==> src/rtl/guarded_wdt_pkg.sv <==
package guarded_wdt_pkg;
   typedef enum logic [0:0] {
      SEEK_IDLE  = 1'b0,
      SEEK_ARMED = 1'b1
   } seek_state_t;
endpackage

==> src/rtl/guarded_wdt_unlock.sv <==
module guarded_wdt_unlock
   import guarded_wdt_pkg::*;
#(
   parameter int ADDR_W      = 8,
   parameter int DATA_W      = 8,
   parameter logic [ADDR_W-1:0] GUARD_ADDR = 8'hC7,
   parameter logic [DATA_W-1:0] KEY_FIRST  = 8'hAA,
   parameter logic [DATA_W-1:0] KEY_SECOND = 8'h55,
   parameter int WIN_TICKS   = 4,
   parameter bit WIN_CONSUME = 1'b1
) (
   input  logic              clk,
   input  logic              rst_n,
   input  logic              tick_en,
   input  logic              wr_en,
   input  logic [ADDR_W-1:0] wr_addr,
   input  logic [DATA_W-1:0] wr_data,
   output logic              win_open,
   output logic              prot_wr
);
   localparam int WW = $clog2(WIN_TICKS + 1);
   localparam logic [WW-1:0] WIN_LOAD = WW'(WIN_TICKS);

   seek_state_t    state_q;
   logic [WW-1:0]  win_q;
   logic [WW-1:0]  win_aged;
   logic [WW-1:0]  win_after_other;
   logic           guard_hit;

   assign guard_hit = wr_en && (wr_addr == GUARD_ADDR);
   assign win_open  = (win_q != '0);
   assign prot_wr   = wr_en && !guard_hit && win_open;
   assign win_aged  = (tick_en && win_open) ? win_q - 1'b1 : win_q;

   generate
      if (WIN_CONSUME) begin : g_single
         assign win_after_other = '0;
      end else begin : g_multi
         assign win_after_other = win_aged;
      end
   endgenerate

   always_ff @(posedge clk or negedge rst_n) begin
      if (!rst_n) begin
         state_q <= SEEK_IDLE;
         win_q   <= '0;
      end else if (guard_hit) begin
         win_q <= '0;
         if (wr_data == KEY_FIRST) begin
            state_q <= SEEK_ARMED;
         end else if (state_q == SEEK_ARMED && wr_data == KEY_SECOND) begin
            state_q <= SEEK_IDLE;
            win_q   <= WIN_LOAD;
         end else begin
            state_q <= SEEK_IDLE;
         end
      end else if (wr_en) begin
         state_q <= SEEK_IDLE;
         win_q   <= win_after_other;
      end else begin
         win_q <= win_aged;
      end
   end
endmodule

==> src/rtl/guarded_wdt_count.sv <==
module guarded_wdt_count #(
   parameter int TIMEOUT = 131072
) (
   input  logic                        clk,
   input  logic                        rst_n,
   input  logic                        tick_en,
   input  logic                        restart,
   input  logic                        enable,
   output logic [$clog2(TIMEOUT)-1:0]  count,
   output logic                        fire,
   output logic                        req
);
   localparam int CW = $clog2(TIMEOUT);
   localparam logic [CW-1:0] LAST = CW'(TIMEOUT - 1);

   logic at_last;

   assign at_last = tick_en && (count == LAST);
   assign fire    = at_last && enable && !restart;

   always_ff @(posedge clk or negedge rst_n) begin
      if (!rst_n) begin
         count <= '0;
         req   <= 1'b0;
      end else begin
         req <= fire;
         if (restart || at_last) begin
            count <= '0;
         end else if (tick_en) begin
            count <= count + 1'b1;
         end
      end
   end
endmodule

==> src/rtl/guarded_wdt_regs.sv <==
module guarded_wdt_regs #(
   parameter int ADDR_W      = 8,
   parameter int DATA_W      = 8,
   parameter logic [ADDR_W-1:0] CTRL_ADDR = 8'hA9,
   parameter logic [ADDR_W-1:0] PWR_ADDR  = 8'h8E,
   parameter int RESTART_BIT = 7,
   parameter int FLAG_BIT    = 4,
   parameter int EN_BIT      = 2
) (
   input  logic              clk,
   input  logic              rst_n,
   input  logic              prot_wr,
   input  logic [ADDR_W-1:0] wr_addr,
   input  logic [DATA_W-1:0] wr_data,
   input  logic              fire,
   input  logic [ADDR_W-1:0] rd_addr,
   output logic              restart,
   output logic              enable,
   output logic              flag,
   output logic [DATA_W-1:0] rd_data
);
   logic pwr_hit;
   logic flag_q = 1'b0;

   assign pwr_hit = prot_wr && (wr_addr == PWR_ADDR);
   assign restart = prot_wr && (wr_addr == CTRL_ADDR) && wr_data[RESTART_BIT];
   assign flag    = flag_q;

   always_ff @(posedge clk or negedge rst_n) begin
      if (!rst_n) begin
         enable <= 1'b0;
      end else if (pwr_hit) begin
         enable <= wr_data[EN_BIT];
      end
   end

   always_ff @(posedge clk) begin
      if (fire) begin
         flag_q <= 1'b1;
      end else if (pwr_hit) begin
         flag_q <= wr_data[FLAG_BIT];
      end
   end

   always_comb begin
      rd_data = '0;
      if (rd_addr == PWR_ADDR) begin
         rd_data[FLAG_BIT] = flag_q;
         rd_data[EN_BIT]   = enable;
      end
   end
endmodule

==> src/rtl/guarded_wdt.sv <==
module guarded_wdt #(
   parameter int ADDR_W      = 8,
   parameter int DATA_W      = 8,
   parameter logic [ADDR_W-1:0] GUARD_ADDR = 8'hC7,
   parameter logic [ADDR_W-1:0] CTRL_ADDR  = 8'hA9,
   parameter logic [ADDR_W-1:0] PWR_ADDR   = 8'h8E,
   parameter logic [DATA_W-1:0] KEY_FIRST  = 8'hAA,
   parameter logic [DATA_W-1:0] KEY_SECOND = 8'h55,
   parameter int WIN_TICKS   = 4,
   parameter bit WIN_CONSUME = 1'b1,
   parameter int TIMEOUT     = 131072,
   parameter int RESTART_BIT = 7,
   parameter int FLAG_BIT    = 4,
   parameter int EN_BIT      = 2
) (
   input  logic              clk,
   input  logic              rst_n,
   input  logic              tick_en,
   input  logic              wr_en,
   input  logic [ADDR_W-1:0] wr_addr,
   input  logic [DATA_W-1:0] wr_data,
   input  logic [ADDR_W-1:0] rd_addr,
   output logic [DATA_W-1:0] rd_data,
   output logic              prot_wr,
   output logic              wd_reset_req
);
   localparam int CW = $clog2(TIMEOUT);

   generate
      if (TIMEOUT < 2) begin : g_bad_timeout
         $error("TIMEOUT must be at least 2");
      end
      if (WIN_TICKS < 1) begin : g_bad_window
         $error("WIN_TICKS must be at least 1");
      end
      if (RESTART_BIT >= DATA_W || FLAG_BIT >= DATA_W || EN_BIT >= DATA_W) begin : g_bad_bits
         $error("bit positions must fit in DATA_W");
      end
      if (FLAG_BIT == EN_BIT) begin : g_bad_overlap
         $error("flag and enable bits must differ");
      end
      if (GUARD_ADDR == CTRL_ADDR || GUARD_ADDR == PWR_ADDR || CTRL_ADDR == PWR_ADDR) begin : g_bad_addr
         $error("register addresses must be distinct");
      end
      if (KEY_FIRST == KEY_SECOND) begin : g_bad_keys
         $error("key bytes must differ");
      end
   endgenerate

   logic          win_open;
   logic          restart;
   logic          enable;
   logic          flag;
   logic          fire;
   logic [CW-1:0] count;

   guarded_wdt_unlock #(
      .ADDR_W(ADDR_W), .DATA_W(DATA_W), .GUARD_ADDR(GUARD_ADDR),
      .KEY_FIRST(KEY_FIRST), .KEY_SECOND(KEY_SECOND),
      .WIN_TICKS(WIN_TICKS), .WIN_CONSUME(WIN_CONSUME)
   ) unlock_i (
      .clk(clk), .rst_n(rst_n), .tick_en(tick_en), .wr_en(wr_en),
      .wr_addr(wr_addr), .wr_data(wr_data), .win_open(win_open), .prot_wr(prot_wr)
   );

   guarded_wdt_regs #(
      .ADDR_W(ADDR_W), .DATA_W(DATA_W), .CTRL_ADDR(CTRL_ADDR), .PWR_ADDR(PWR_ADDR),
      .RESTART_BIT(RESTART_BIT), .FLAG_BIT(FLAG_BIT), .EN_BIT(EN_BIT)
   ) regs_i (
      .clk(clk), .rst_n(rst_n), .prot_wr(prot_wr), .wr_addr(wr_addr), .wr_data(wr_data),
      .fire(fire), .rd_addr(rd_addr), .restart(restart), .enable(enable),
      .flag(flag), .rd_data(rd_data)
   );

   guarded_wdt_count #(
      .TIMEOUT(TIMEOUT)
   ) count_i (
      .clk(clk), .rst_n(rst_n), .tick_en(tick_en), .restart(restart),
      .enable(enable), .count(count), .fire(fire), .req(wd_reset_req)
   );
endmodule

==> config.mk <==
export PLATFORM = sky130hd
export DESIGN_NAME = guarded_wdt
export DESIGN_NICKNAME = d
export VERILOG_FILES = /design/src/rtl/guarded_wdt_pkg.sv /design/src/rtl/guarded_wdt_unlock.sv /design/src/rtl/guarded_wdt_count.sv /design/src/rtl/guarded_wdt_regs.sv /design/src/rtl/guarded_wdt.sv
export SDC_FILE = /design/constraint.sdc
export NUM_CORES = 1
export LEC_CHECK = 0
export BUFFER_PORTS_ARGS = -buffer_cell sky130_fd_sc_hd__buf_2
export CAP_MARGIN = 15
export CORE_UTILIZATION = 53
export CTS_CLUSTER_DIAMETER = 30
export DETAILED_ROUTE_END_ITERATION = 6
export GPL_ROUTABILITY_DRIVEN = 0
export GPL_TIMING_DRIVEN = 0
export MAX_ROUTING_LAYER = met4
export PLACE_DENSITY = 0.8
export SETUP_SLACK_MARGIN = 0.3
export SYNTH_ARGS = -nofsm -noshare
export SYNTH_HDL_FRONTEND = slang
export SYNTH_SLANG_ARGS = --single-unit
==> constraint.sdc <==
create_clock -name clk -period 2.45 [get_ports clk]
set_input_delay 0.1225 -clock clk [delete_from_list [all_inputs] [get_ports clk]]
set_output_delay 0.1225 -clock clk [all_outputs]
set_load 0.02 [all_outputs]
# After elaboration in Yosys (flattened, before gate mapping)
# Cells that the tools add are included.
[totals] reg_bits=24 ramBits=0 latch_bits=0 input_bits=28 mem_count=0 out_inout_bits=10 romBits=0
[op_classes] order_cmp=0 muxes=12 div_mod_pow=0 n_bitwise=0 eq_ne=7 n_shift=0 n_addsub=2 n_mul=0 n_reduce_logical=18
[op_table] operator="8-bit equality test (second input constant)" count=5
[op_table] operator="17-bit two-way mux" count=2
[op_table] operator="17-bit by 1-bit adder with 17-bit output (second input constant)" count=1
[op_table] operator="17-bit equality test (second input constant)" count=1
[op_table] operator="3-bit two-way mux" count=5
[op_table] operator="1-bit logical AND" count=11
[op_table] operator="8-bit by 7-bit equality test with 1-bit output (second input constant)" count=1
[op_table] operator="3-bit nonzero test" count=2
[op_table] operator="1-bit two-way mux" count=5
[op_table] operator="2-bit nonzero test" count=2
[op_table] operator="3-bit by 1-bit subtractor with 3-bit output (second input constant)" count=1
[op_table] operator="1-bit zero test" count=2
[op_table] operator="1-bit logical OR" count=1

# Logic depth before layout (Yosys ltp)
# Gate-level depths: netlist of run 1.
[depth] depth_word=9 mapped_depth=11 ltp_nobuf=10

# By module
# A second synthesis of run 1 with hierarchy kept.
[hier_totals] hier_cells=147 hier_area_um2=1466.4
[modules_own_cells] mod="guarded_wdt_count" n_inst=1 seq_area_each_um2=450.4 area_per_inst_um2=915.9 cells_each=91
[modules_own_cells] mod="guarded_wdt_unlock" n_inst=1 seq_area_each_um2=100.1 area_per_inst_um2=325.3 cells_each=32
[modules_own_cells] mod="guarded_wdt_regs" n_inst=1 seq_area_each_um2=45.0 area_per_inst_um2=225.2 cells_each=24

# Worst setup path after synthesis of run 1
# OpenSTA, ideal clock, no wires.
[synth_timing] kind="register to register" from="register count_i.count[0]" to="register count_i.count[2]" path_buffers=1 period_less_slack_ns=2.169 required_ns=2.373 path_stages_with_launch=11 arrival_ns=2.091 setup_slack_ns=0.281 path_cell_list="dfrtp_1 -> ha_1 -> nand3_1 -> nor2_1 -> nand2_1 -> nor3_1 -> ha_1 -> nand2b_1 -> clkbuf_1 -> or3b_2 -> a21oi_1"
[synth_via] elab_chain_len=4
[synth_lines] element="start, declared" line_no="guarded_wdt_count.sv:9" source="output logic [$clog2(TIMEOUT)-1:0] count,"
[synth_lines] element="start signal, assigned" line_no="guarded_wdt_count.sv:30" source="count <= count + 1'b1;"
[synth_lines] element="branches (longest 4 deep; another with 17-bit by 1-bit adder with 17-bit output)"
# Several ways; the timed one is not identified. The select of a mux whose other input is x is not followed.
# A chain may end at the register's enable or synchronous reset.

# Worst setup path after layout of run 1
[layout_timing] from="register count_i.count[1]" to="register count_i.count[2]"
# Same word-level chain as after synthesis.

==> impl_metrics.tcl, run 1 <==
set metrics [dict create \
    synthFlopType "sky130_fd_sc_hd__dfrtp_1" \
    route.met2.wl_um 2020 \
    worst_slew_margin_rel_pct 66.3 \
    routed.top_layer "met4" \
    min_to "regs_i.flag$_SDFFE_PP1P_" \
    via_count_of_the_first_global_routing_pass 1566 \
    power_switching_uw 428 \
    cts.sink_count 24 \
    yosysWarnings 0 \
    tns_ps 0 \
    timing.reg2reg.worst_path_depth 10 \
    clk_latency_ps 310 \
    critPathLaunch "count_i.count[1]$_DFFE_PN0P_" \
    ioPinCount 38 \
    share_comb_of_total_power_pct 37.7 \
    grt_pass1_wl_um 6740 \
    drt.antenna.violating_nets 0 \
    switching_share_pct 37.8 \
    violations "DRC" \
    unrepaired_setup_endpoints_after_global_routing "false" \
    post_synth_inst_count 189 \
    cp.required_ps 2710 \
    nNetsFinal 264 \
    antenna_cells_inserted 0 \
    initial_standard_cell_utilization_of_the_core_pct 56.9 \
    clk_root_buffer_cell "sky130_fd_sc_hd__clkbuf_4" \
    initial_drc_count 137 \
    hold_class "in -> reg" \
    drt_first_pass_iters 7 \
    dp_slack_ps -85.1 \
    core_mm2 0.00281 \
    cts.clk_slew.worst_paths_ps 140 \
    pwr-share-clk_pct 15.9 \
    fin_crit_sh_pct 85.3 \
    grt_max_degree 24 \
    internal-power_uw 704 \
    most_frequent_cells_in_the_layout "32 x sky130_fd_sc_hd__buf_2, 19 x sky130_fd_sc_hd__dfrtp_1, 18 x sky130_fd_sc_hd__nand2_1" \
    max-clock-path-buffers 2 \
    dieWidth_um 56.9 \
    power_frac_seq_pct 46.4 \
    total_vias_in_the_final_route 1699 \
    timing.rr.end "count_i.count[2]$_DFFE_PN0P_" \
    yosysTopAreaCellShare_pct 36.1 \
    cts-buffers-inserted 3 \
    timing.critical_path.slowest_cell_delay_ps 470 \
    yosys_register_bits 24 \
    synthesized_cell_area_mm2 0.00160 \
    clock-skew-final_ps 11.7 \
    setup_viol 0 \
    worst-slew-pin-transition_ps 505 \
    antenna_found_initial 0 \
    synth_cell_type_count 52 \
    crit_fanout 10 \
    timing.critical_path.cells "ha_4 -> nand3_4 -> nor2_4 -> nand2_1 -> nor3_2 -> ha_2 -> nand2b_4 -> buf_8 -> or3b_2 -> a21oi_2" \
    commonest_non_fill_non_tap_cell_in_the_layout "sky130_fd_sc_hd__buf_2" \
    synth_sequential_area_ratio_pct 37.3 \
    wire_per_inst_um 16.0 \
    timing.final.hold_violations 0 \
    outcome "finished with violations" \
    timing.hold.worst.start "wr_data[4]" \
    critical-path-slowest-cell "sky130_fd_sc_hd__or3b_2" \
    routed-wl-met3_um 436 \
    power_density_mw_per_mm2 583 \
    static-leakage-power_uw 0.000882 \
    track_usage_pct 27.4 \
    fp-row-count 19 \
    final.setup.worst_slack_ps 359 \
    setup.reg_to_reg.worst_slack_ps 360 \
    portBuffers 29 \
    cts_tree "built" \
    dieArea_mm2 0.00323 \
    drc_errors 8 \
    post_synth_edffs 0 \
    synth-async-reset-ratio_pct 95.8 \
    grt.overflow.total 0 \
    slew_violations 0 \
    total_routed_wirelength_um 4200 \
    m1WireLength_um 1610 \
    timing.critical_path.arrival_ps 2350 \
    fmax_mhz 478 \
    maxCapViolations 0 \
    synthesis.area_per_instance_um2 8.44 \
    synth.top_cells.by_area "sky130_fd_sc_hd__dfrtp_1 36%, sky130_fd_sc_hd__a21oi_1 5.0%, sky130_fd_sc_hd__nand2_1 4.5%" \
    min_period_ps 2090 \
    crit_path_start_kind "register" \
    vias_per_cell 6.48 \
    syn2layout_area_growth_pct 21.7 \
    share_of_post_route_cells_with_drive_strength_above_1_pct 30.3 \
    synth_largest_area_cell "sky130_fd_sc_hd__dfrtp_1" \
    r2r-start "count_i.count[1]$_DFFE_PN0P_" \
    max-vdd-ir-drop_mv 0.472 \
    classification_of_the_worst_setup_path "reg -> reg" \
    min_delay_path_depth 3 \
    endpoint_kind "register" \
    floorplan.die.height_um 56.9 \
    cts.htree.levels 1 \
    detailed_placement_hpwl_um 2890 \
]
## worst max-delay path, delay by kind of cell, from the launching register on
family,cells,cell delay [ps]
fa+ha+maj,2,380
compound gates,1,120
buf+inv,1,150
simple gates,6,950
flops,1,440
## cell families after synthesis
family,after synthesis,share of synthesized area (%)
AO/OA/AOI/OAI,40,15.1
XOR/XNOR,1,0.549
multiplexers,4,2.59
adder cells (fa/ha/maj),4,3.14
buffers and inverters,21,7.14
flip-flops,24,37.3
AND/OR/NAND/NOR,94,33.9
other,1,0.235
## final cells by class
cell class / count / area, um^2
buffer: 15 / 109
multi-input combinational: 149 / 967
inverter: 6 / 22.5
sequential: 24 / 601
clock buffer: 4 / 26.3
tap: 31 / 38.8
timing repair buffer: 33 / 178
fill: 230 / 863
## power by group through the flow
stage                     Clock, uW  Sequential (uW)  Combinational, uW
final                           180              526                427
after global routing            201              534                476
after global placement            0              520                342
after detailed placement          0              523                363
after CTS                       189              513                391
after floorplan                   0              508                271
## Yosys cell counts (2+ instances only)
library cell                n
sky130_fd_sc_hd__dfrtp_1   23
sky130_fd_sc_hd__nand2_1   19
sky130_fd_sc_hd__nor2_1    18
sky130_fd_sc_hd__a21oi_1   16
sky130_fd_sc_hd__o21ai_0   10
sky130_fd_sc_hd__nand3_1    9
sky130_fd_sc_hd__buf_4      6
sky130_fd_sc_hd__nand4_1    6
sky130_fd_sc_hd__a31oi_1    5
sky130_fd_sc_hd__and3_1     5
sky130_fd_sc_hd__inv_1      5
sky130_fd_sc_hd__buf_2      4
sky130_fd_sc_hd__ha_1       4
sky130_fd_sc_hd__nand4b_1   4
sky130_fd_sc_hd__nor3_1     4
sky130_fd_sc_hd__clkbuf_1   3
sky130_fd_sc_hd__mux2i_1    3
sky130_fd_sc_hd__nand2b_1   3
sky130_fd_sc_hd__or4_1      3
sky130_fd_sc_hd__and2_1     2
sky130_fd_sc_hd__and4_1     2
sky130_fd_sc_hd__nor2b_1    2
sky130_fd_sc_hd__nor4_1     2
sky130_fd_sc_hd__nor4bb_1   2
sky130_fd_sc_hd__or3_1      2
## routing by layer
layer | vias to the layer above | global-route usage (%)
met4 | 0 | 9.06
met2 | 125 | 47.4
met5 | - | -
met1 | 776 | 32.9
met3 | 30 | 3.46
li1 | 768 | -
## registers in the layout (all words and copies together) (netlist names)
signal and cells:
count_i.req 1, regs_i.flag 1, count_i.count 17, unlock_i.state_q 1, unlock_i.win_q 3, regs_i.enable 1
## timing repair
action,4_1_cts,5_1_grt
hold buffers,1,0
pin swaps,1,4
gates resized for setup,10,13
endpoints found under the setup margin,18,17
endpoints found under the hold margin,23,0
setup buffers,2,1
## worst max path at each step
stage | endpoint | slack [ps] | cells past startpoint
after floorplan | count_i.count[2]$_DFFE_PN0P_ | 310 | 10
after global placement | count_i.count[3]$_DFFE_PN0P_ | 20 | 10
after detailed placement | count_i.count[3]$_DFFE_PN0P_ | -90 | 10
after CTS | count_i.count[14]$_DFFE_PN0P_ | 320 | 11
after global routing | count_i.count[2]$_DFFE_PN0P_ | 320 | 10
final | count_i.count[2]$_DFFE_PN0P_ | 360 | 10
## stage by stage
| step | cells | cell area, um^2 | total power, uW | util (%) | hold WS, ps |
|---|---|---|---|---|---|
| 2_1_floorplan | 194 | 1620 | 779 | - | -173 |
| 3_5_place_dp | 254 | 1800 | 887 | 64.1 | 124 |
| 3_3_place_gp | 254 | 1800 | 862 | 64.1 | 121 |
| 6_report | 262 | 1940 | 1130 | 69.2 | 76.3 |
| 5_1_grt | 262 | 1940 | 1210 | 69.2 | 66.7 |
| 4_1_cts | 261 | 1890 | 1090 | 67.3 | 56.3 |
Power figures use the tool's default switching activity.
==> run 2, diff against run 1 <==
GPL_TIMING_DRIVEN = default   (was 0)
==> run 2 against run 1 <==
The flow still finishes with violations (DRC). Flip-flop and latch count did not move. Clock power rose by 63%. Critical path depth rose by 1. Setup slack got worse by 26 ps. Power rose by 11%. Sequential power rose by 2%. Largest power group unchanged.
==> impl_metrics.tcl, run 2 (same netlist as run 1, synthesis figures left out) <==
set metrics [dict create \
    commonest_non_fill_non_tap_cell_in_the_layout "sky130_fd_sc_hd__buf_2" \
    track_usage_pct 25.5 \
    static-leakage-power_uw 0.000872 \
    top_regs "count_i.count: 17 flops, unlock_i.win_q: 3 flops" \
    critical-path-slowest-cell "sky130_fd_sc_hd__dfrtp_1" \
    critical_path.top_delay_family "simple AND/OR/NAND/NOR gates" \
    outcome "finished with violations" \
    fmax_mhz 472 \
    tns_ps 0 \
    drc_errors 8 \
    dp_slack_ps 146 \
    hold_class "in -> reg" \
    worst-path-buf-inv 2 \
    timing.critical_path.cells "ha_4 -> nand3_4 -> nor2_4 -> nand2_1 -> nor3_2 -> ha_2 -> buf_8 -> buf_4 -> o21ai_0 -> a21oi_1 -> nor2_1" \
    grt_pass1_wl_um 6310 \
    largest_register_ff_count 17 \
    maxCapViolations 0 \
    crit_path_start_kind "register" \
    pwr-share-clk_pct 23.3 \
    portBuffers 31 \
    clock-skew-final_ps 8.19 \
    timing.hold.worst.start "wr_data[4]" \
    timing.critical_path.slowest_cell_delay_ps 420 \
    cts_tree "built" \
    drt_first_pass_iters 6 \
    slew_violations 0 \
    switching_share_pct 35.7 \
    share_comb_of_total_power_pct 34.1 \
    floorplan.die.height_um 56.9 \
    total_routed_wirelength_um 4310 \
    max-clock-path-buffers 2 \
    via_count_of_the_first_global_routing_pass 1427 \
    unrepaired_setup_endpoints_after_global_routing "false" \
    crit_fanout 7 \
    final.setup.worst_slack_ps 333 \
    clk_latency_ps 330 \
    worst_slew_margin_rel_pct 63.8 \
    internal-power_uw 811 \
    min_period_ps 2120 \
    share_of_post_route_cells_with_drive_strength_above_1_pct 30.7 \
    detailed_placement_hpwl_um 2780 \
    antenna_found_initial 0 \
    worst-slew-pin-transition_ps 544 \
    power_switching_uw 449 \
    violations "DRC" \
    most_frequent_cells_in_the_layout "31 x sky130_fd_sc_hd__buf_2, 19 x sky130_fd_sc_hd__nand2_1, 18 x sky130_fd_sc_hd__dfrtp_1" \
    fp-row-count 19 \
    timing.final.hold_violations 0 \
    vias_per_cell 6.49 \
    initial_drc_count 99 \
    regMostFlops "count_i.count" \
    grt.overflow.total 0 \
    cts.clk_slew.worst_paths_ps 140 \
    total_vias_in_the_final_route 1682 \
    syn2layout_area_growth_pct 21.9 \
    nNetsFinal 261 \
    fillCellCount 214 \
    dieWidth_um 56.9 \
    ioPinCount 38 \
    r2r-start "count_i.count[0]$_DFFE_PN0P_" \
    classification_of_the_worst_setup_path "reg -> reg" \
    grt_max_degree 24 \
    core_mm2 0.00281 \
    drt.antenna.violating_nets 0 \
    dieArea_mm2 0.00323 \
    cp.required_ps 2680 \
    antenna_cells_inserted 0 \
    critPathLaunch "count_i.count[0]$_DFFE_PN0P_" \
    power_density_mw_per_mm2 648 \
    timing.critical_path.arrival_ps 2350 \
    clk_root_buffer_cell "sky130_fd_sc_hd__clkbuf_4" \
    endpoint_kind "register" \
    max-vdd-ir-drop_mv 0.546 \
    fin_crit_sh_pct 86.4 \
    wire_per_inst_um 16.6 \
    initial_standard_cell_utilization_of_the_core_pct 56.9 \
    cts.htree.levels 1 \
    cts-buffers-inserted 3 \
    power_frac_seq_pct 42.6 \
    setup_viol 0 \
    cts.sink_count 24 \
]
[run 2: cell types whose count changed in the layout (fill, tap and decap cells not counted), sizes merged]
cell | previous run | this run
bufinv | 0 | 1
clkbuf | 7 | 3
clkinvlp | 0 | 1
inv | 5 | 4
[run 2: final timing paths]
kind	end	slack (ps)	depth (start not counted)
max	count_i.count[4]$_DFFE_PN0P_	330	11
min	regs_i.flag$_SDFFE_PP1P_	30	3
max reg2reg	count_i.count[4]$_DFFE_PN0P_	330	11
min reg2reg	regs_i.flag$_SDFFE_PP1P_	500	2
max in group asynchronous	count_i.count[8]$_DFFE_PN0P_	1750	2
min in group asynchronous	count_i.count[5]$_DFFE_PN0P_	300	2
[run 2: power by group through the flow]
stage          Combinational, uW  Clock, uW  Sequential (uW)
3_3_place_gp                 333          0              528
2_1_floorplan                271          0              508
3_5_place_dp                 359          0              532
5_1_grt                      468        315              544
4_1_cts                      381        296              520
6_report                     429        294              536
[run 2: cell type report]
cell class | instances | area (um^2) | area share (%)
multi-input cells | 149 | 955 | 49.1
flip-flops and latches | 24 | 602 | 31.0
repair buffers | 45 | 270 | 13.9
well taps | 31 | 38.8 | 1.99
clock inverters | 1 | 30.0 | 1.54
inverters | 6 | 26.3 | 1.35
clock buffers | 3 | 22.5 | 1.16
[run 2: worst register-to-register path, stage by stage, from the launching register on]
cell	delay [ps]
sky130_fd_sc_hd__dfrtp_1	420
sky130_fd_sc_hd__ha_4	180
sky130_fd_sc_hd__nand3_4	100
sky130_fd_sc_hd__nor2_4	140
sky130_fd_sc_hd__nand2_1	70
sky130_fd_sc_hd__nor3_2	210
sky130_fd_sc_hd__ha_2	230
sky130_fd_sc_hd__buf_8	130
sky130_fd_sc_hd__buf_4	140
sky130_fd_sc_hd__o21ai_0	110
sky130_fd_sc_hd__a21oi_1	210
sky130_fd_sc_hd__nor2_1	60
[run 2: timing repair]
| item | CTS | global route |
|---|---|---|
| setup buffers | 2 | 7 |
| resized for setup | 3 | 16 |
| setup endpoints to repair | 15 | 17 |
| pin swaps | 0 | 2 |
| hold buffers | 1 | 0 |
| hold endpoints to repair | 23 | 0 |
[run 2: routing by layer]
metal	routed length, um	up-vias	GRT usage (%)
met2	2170	111	43.0
met4	112	0	9.41
met5	0	-	-
met1	1650	793	31.9
li1	-	760	-
met3	378	18	2.30
[run 2: stage by stage]
step                area [um^2]  hold WS (ps)  utilization (%)  power [uW]  std cells
floorplan                  1620          -173                -         779        194
global placement           1750           123             62.3         860        245
detailed placement         1750           129             62.3         891        245
CTS                        1830          35.8             65.4        1200        252
global route               1940          44.7             69.3        1330        259
finish                     1940          34.1             69.3        1260        259
